[src/rtl/owcrc_pkg.sv]
package owcrc_pkg;
  // Register width and the reflected form of x^8 + x^5 + x^4 + 1.
  localparam int unsigned CRC_W          = 8;
  localparam logic [CRC_W-1:0] POLY_REFL = 8'h8C;
  localparam logic [CRC_W-1:0] CRC_INIT  = '0;

  typedef logic [CRC_W-1:0] crc_t;
endpackage

[src/rtl/owcrc_step.sv]
// One LSB-first update of the reflected remainder.
module owcrc_step #(
  parameter int unsigned W = 8,
  parameter logic [W-1:0] POLY = 8'h8C
) (
  input  logic [W-1:0] cur,
  input  logic         din,
  output logic [W-1:0] nxt
);
  logic fb;

  always_comb begin
    fb  = din ^ cur[0];
    nxt = {1'b0, cur[W-1:1]} ^ (fb ? POLY : '0);
  end
endmodule

[src/rtl/owcrc_zero_det.sv]
// NOR reduction built as an explicit chain.
module owcrc_zero_det #(
  parameter int unsigned W = 8
) (
  input  logic [W-1:0] val,
  output logic         is_zero
);
  logic [W:0] any_set;

  assign any_set[0] = 1'b0;
  for (genvar i = 0; i < W; i++) begin : g_or
    assign any_set[i+1] = any_set[i] | val[i];
  end

  assign is_zero = ~any_set[W];
endmodule

[src/rtl/owcrc8.sv]
module owcrc8
  import owcrc_pkg::*;
#(
  parameter int unsigned W = CRC_W,
  parameter logic [W-1:0] POLY = POLY_REFL
) (
  input  logic         clk,
  input  logic         rst,
  input  logic         clr,
  input  logic         bit_vld,
  input  logic         bit_din,
  output logic [W-1:0] crc_q,
  output logic         crc_zero
);
  logic [W-1:0] crc_r;
  logic [W-1:0] crc_nxt;

  owcrc_step #(.W(W), .POLY(POLY)) step_i (
    .cur (crc_r),
    .din (bit_din),
    .nxt (crc_nxt)
  );

  always_ff @(posedge clk) begin
    if (rst || clr) begin
      crc_r <= '0;
    end else if (bit_vld) begin
      crc_r <= crc_nxt;
    end
  end

  owcrc_zero_det #(.W(W)) zdet_i (
    .val     (crc_r),
    .is_zero (crc_zero)
  );

  assign crc_q = crc_r;
endmodule

[config.mk]
export PLATFORM = sky130hd
export DESIGN_NAME = owcrc8
export DESIGN_NICKNAME = d
export VERILOG_FILES = /design/src/rtl/owcrc_pkg.sv /design/src/rtl/owcrc_step.sv /design/src/rtl/owcrc_zero_det.sv /design/src/rtl/owcrc8.sv
export SDC_FILE = /design/constraint.sdc
export NUM_CORES = 1
export LEC_CHECK = 0
export BUFFER_PORTS_ARGS = -buffer_cell sky130_fd_sc_hd__buf_2
export CORE_MARGIN = 2
export CORE_UTILIZATION = 30
export CTS_CLUSTER_SIZE = 20
export DETAILED_ROUTE_END_ITERATION = 6
export PLACE_DENSITY = 0.55
export REMOVE_ABC_BUFFERS = 1
export SKIP_LAST_GASP = 1
export SYNTH_ARGS = -nofsm -noshare
export SYNTH_HDL_FRONTEND = slang
export SYNTH_HIERARCHICAL = 1
export SYNTH_SLANG_ARGS = --single-unit
[constraint.sdc]
create_clock -name clk -period 1 [get_ports clk]
set_input_delay 0 -clock clk [delete_from_list [all_inputs] [get_ports clk]]
set_output_delay 0 -clock clk [all_outputs]
set_load 0.03 [all_outputs]
# Word level (Yosys, flattened, before mapping)
# Cells that the tools add are included.
# Widths: inputs -> output; s select.
# classes
mux,1
bitwise_logic,10
reduce_logical,1
# op_table
op,count
$mux 8,1
$xor 7x8->8,1
$or 1x1->1,7
$logic_or 1x1->1,1
$not 1->1,1
$xor 1x1->1,1
# word_totals
register_bits,8
inputBits,5
output_inout_bits,9
elab_cells,13

# Longest topological paths before layout
# logic_depth
depth_word,8
depth_mapped,4
depth_no_buf,3

# By module
# Netlist, hierarchy kept.
# modules_own_cells
mod,n_inst,cells_each,area_per_inst_um2,seq_area_each_um2
owcrc8,1,27,295.3,160.2
owcrc_step,1,9,101.3,0.0
owcrc_zero_det,1,3,18.8,0.0

# Least setup slack after synthesis
# Ideal clock, no wire load.
# synth_path
kind,reg-to-output
start,reg crc_r[5] (netlist: crc_q[5])
end,out crc_zero
arrival_ns,1.376
required_ns,1.000
slack_ns,-0.376
stages_incl_launch_ff,3
n_path_buf,0
path_cell_list,dfxtp_1 -> or4_1 -> nor2_1
# synth_via
elab_chain_cells,4
# synth_rtl
item,line,text
start: declaration,owcrc8.sv:15,logic [W-1:0] crc_r;
start signal: assignment,owcrc8.sv:28,crc_r <= crc_nxt;
$or 1x1->1 (3 in a row),owcrc_zero_det.sv:12,assign any_set[i+1] = any_set[i] | val[i];
$not 1->1,owcrc_zero_det.sv:15,assign is_zero = ~any_set[W];
end: declaration,owcrc8.sv:13,output logic crc_zero
# No other way between the ends.

# Worst setup path in the final report
# layout_path
start,reg crc_r[1] (netlist: crc_q[1])
end,out crc_zero
# layout_via
elab_chain_cells,8
# layout_rtl
item,line
$or 1x1->1 (7 in a row),owcrc_zero_det.sv:12
$not 1->1,owcrc_zero_det.sv:15
# No other way between the ends.

==> impl_metrics.env <==
export IMPL_finalInstanceArea_um2=552
export IMPL_numCtsBuffers=3
export IMPL_hold_path_class="input port to flop"
export IMPL_power_leakage_nw=0.302
export IMPL_setup_viol=3
export IMPL_hold_ws_ps=170
export IMPL_grt_pass1_wl_mm=1.20
export IMPL_r2r_start="crc_q[0]$_SDFFE_PP0P_"
export IMPL_status="complete, but fails checks"
export IMPL_area_growth_pct=32.8
export IMPL_vias=312
export IMPL_total_power_mw=0.674
export IMPL_rsz0062_at_grt="yes"
export IMPL_wire_per_inst_um=10.4
export IMPL_drv_slew=0
export IMPL_antenna_found_initial=0
export IMPL_yosysWarnings=6
export IMPL_hpwl_um=587
export IMPL_grt_use_total=0.117
export IMPL_htreeDepth=1
export IMPL_fmax_mhz=735
export IMPL_antenna_cells=0
export IMPL_dieWidth_um=41.2
export IMPL_slew_headroom=0.813
export IMPL_largest_reg_flops=8
export IMPL_die_area_um2=1700
export IMPL_mostFrequentLayoutCells="buf_2 (12), mux2i_1 (8), nor2_1 (8), buf_4 (8), dfxtp_1 (6)"
export IMPL_period_share=1.36
export IMPL_wl_um=739
export IMPL_grt_overflow_total=0
export IMPL_cts_buffer_depth=2
export IMPL_cp_end_kind="output pin"
export IMPL_setup_tns_final_ps=-592
export IMPL_first_pass_iters=3
export IMPL_required_ps=1000
export IMPL_cts_tree="built"
export IMPL_clkLatencyLatePin_ps=250
export IMPL_power_density_nw_per_um2=1220
export IMPL_worst_slack_ps=-360
export IMPL_clkTransAtPathRegs_ps=50
export IMPL_cts_sinks=8
export IMPL_post_route_util=0.424
export IMPL_syn_inst=39
export IMPL_finalHoldViolCount=0
export IMPL_placed_area_um2=495
export IMPL_rows=13
export IMPL_critPathKind="flop to output pin"
export IMPL_final_common_cell="buf_2"
export IMPL_violations="setup timing"
export IMPL_gp_congestion=0.570
export IMPL_ioPinCount=14
export IMPL_ant_nets=0
export IMPL_min_from="bit_vld"
export IMPL_cts_root_buf="clkbuf_4"
export IMPL_cap_violations=0
export IMPL_tightest_slew_ps=281
export IMPL_first_iter_violations=2
export IMPL_cp_data_arrival_time_ps=1360
export IMPL_fp_coreArea_um2=1300
export IMPL_io_buffers=13
export IMPL_synth_area_um2=415
export IMPL_grt_max_degree=9
export IMPL_first_global_vias=287
export IMPL_syn_area_per_cell_um2=10.7
export IMPL_ir_worst_vdd_uv=705
export IMPL_synth_seq_area_share=0.386
export IMPL_r2r_setup_slack_ps=-170
export IMPL_routed_via_density=4.39
export IMPL_finalNetCount=63
export IMPL_startpoint_type="flop"
export IMPL_layout_drive_gt1_share=0.518
export IMPL_finClkSkew_ps=1.78
export IMPL_synth_cell_types=9
export IMPL_start_util=0.319
export IMPL_yosys_register_bits=8
export IMPL_critPathMaxFanout=2
export IMPL_nFillCells=139
export IMPL_crit_start="crc_q[1]$_SDFFE_PP0P_"
export IMPL_drc=0
export IMPL_die_y_um=41.2
export IMPL_period_needed_ps=1360
[path summary, 6_finish.rpt]
check | end | cells after the start
hold reg to reg | crc_q[4]$_SDFFE_PP0P_ | 2
setup reg to reg | crc_q[3]$_SDFFE_PP0P_ | 4
hold / removal | crc_q[3]$_SDFFE_PP0P_ | 3
setup / recovery | crc_zero | 3
[power breakdown]
part / total (mW) / switching, mW / leakage, nW / internal, mW
sequential: 0.324 / 0.00269 / 0.0661 / 0.321
combinational: 0.102 / 0.0520 / 0.223 / 0.0496
clock: 0.248 / 0.111 / 0.0138 / 0.137
total: 0.674 / 0.166 / 0.302 / 0.508
[what timing repair did]
| action | CTS | global route |
|---|---|---|
| pin swaps | 0 | 3 |
| setup endpoints to repair | 3 | 4 |
| hold buffers | 0 | 0 |
| endpoints found under the hold margin | 0 | 0 |
| gates resized for setup | 2 | 7 |
| buffers inserted | 0 | 1 |
[per-stage QoR]
stage / worst slack, ps / cells
global route: -408 / 71
finish: -360 / 71
global placement: -133 / 67
CTS: -380 / 70
floorplan: -376 / 31
detailed placement: -143 / 67
[layer usage]
layer / wire [um] / track usage
met1: 329 / 0.141
met4: 0 / 0.0484
met5: 0 / 0
met2: 352 / 0.160
met3: 57 / 0.0815
[critical path: stages (launching register included)]
cell	delay, ps
dfxtp_2	320
or4_4	540
nor2_4	120
buf_6	130
[cells in the mapped netlist]
| master | instances | share of area |
|---|---|---|
| nor2_1 | 9 | 0.081 |
| xor2_1 | 1 | 0.021 |
| or4_1 | 2 | 0.036 |
| dfxtp_1 | 8 | 0.39 |
| or2_1 | 1 | 0.015 |
| xor3_1 | 2 | 0.11 |
| buf_6 | 1 | 0.027 |
| buf_4 | 7 | 0.13 |
| mux2i_1 | 8 | 0.19 |
[cell type report]
type / count / area [um^2] / share of cell area
multi-input combinational: 23 / 203 / 0.367
clock buffer: 3 / 22.5 / 0.0408
timing repair buffer: 22 / 143 / 0.259
sequential: 8 / 165 / 0.299
tap: 15 / 18.8 / 0.0340
[logic make-up after synthesis]
logic type             Yosys count  share of synthesized area
buffers and inverters            8                      0.154
flip-flops                       8                      0.386
AND/OR/NAND/NOR                 12                      0.133
XOR/XNOR                         3                      0.136
multiplexers                     8                      0.193
Note: power is estimated with default switching activity, not from simulation.
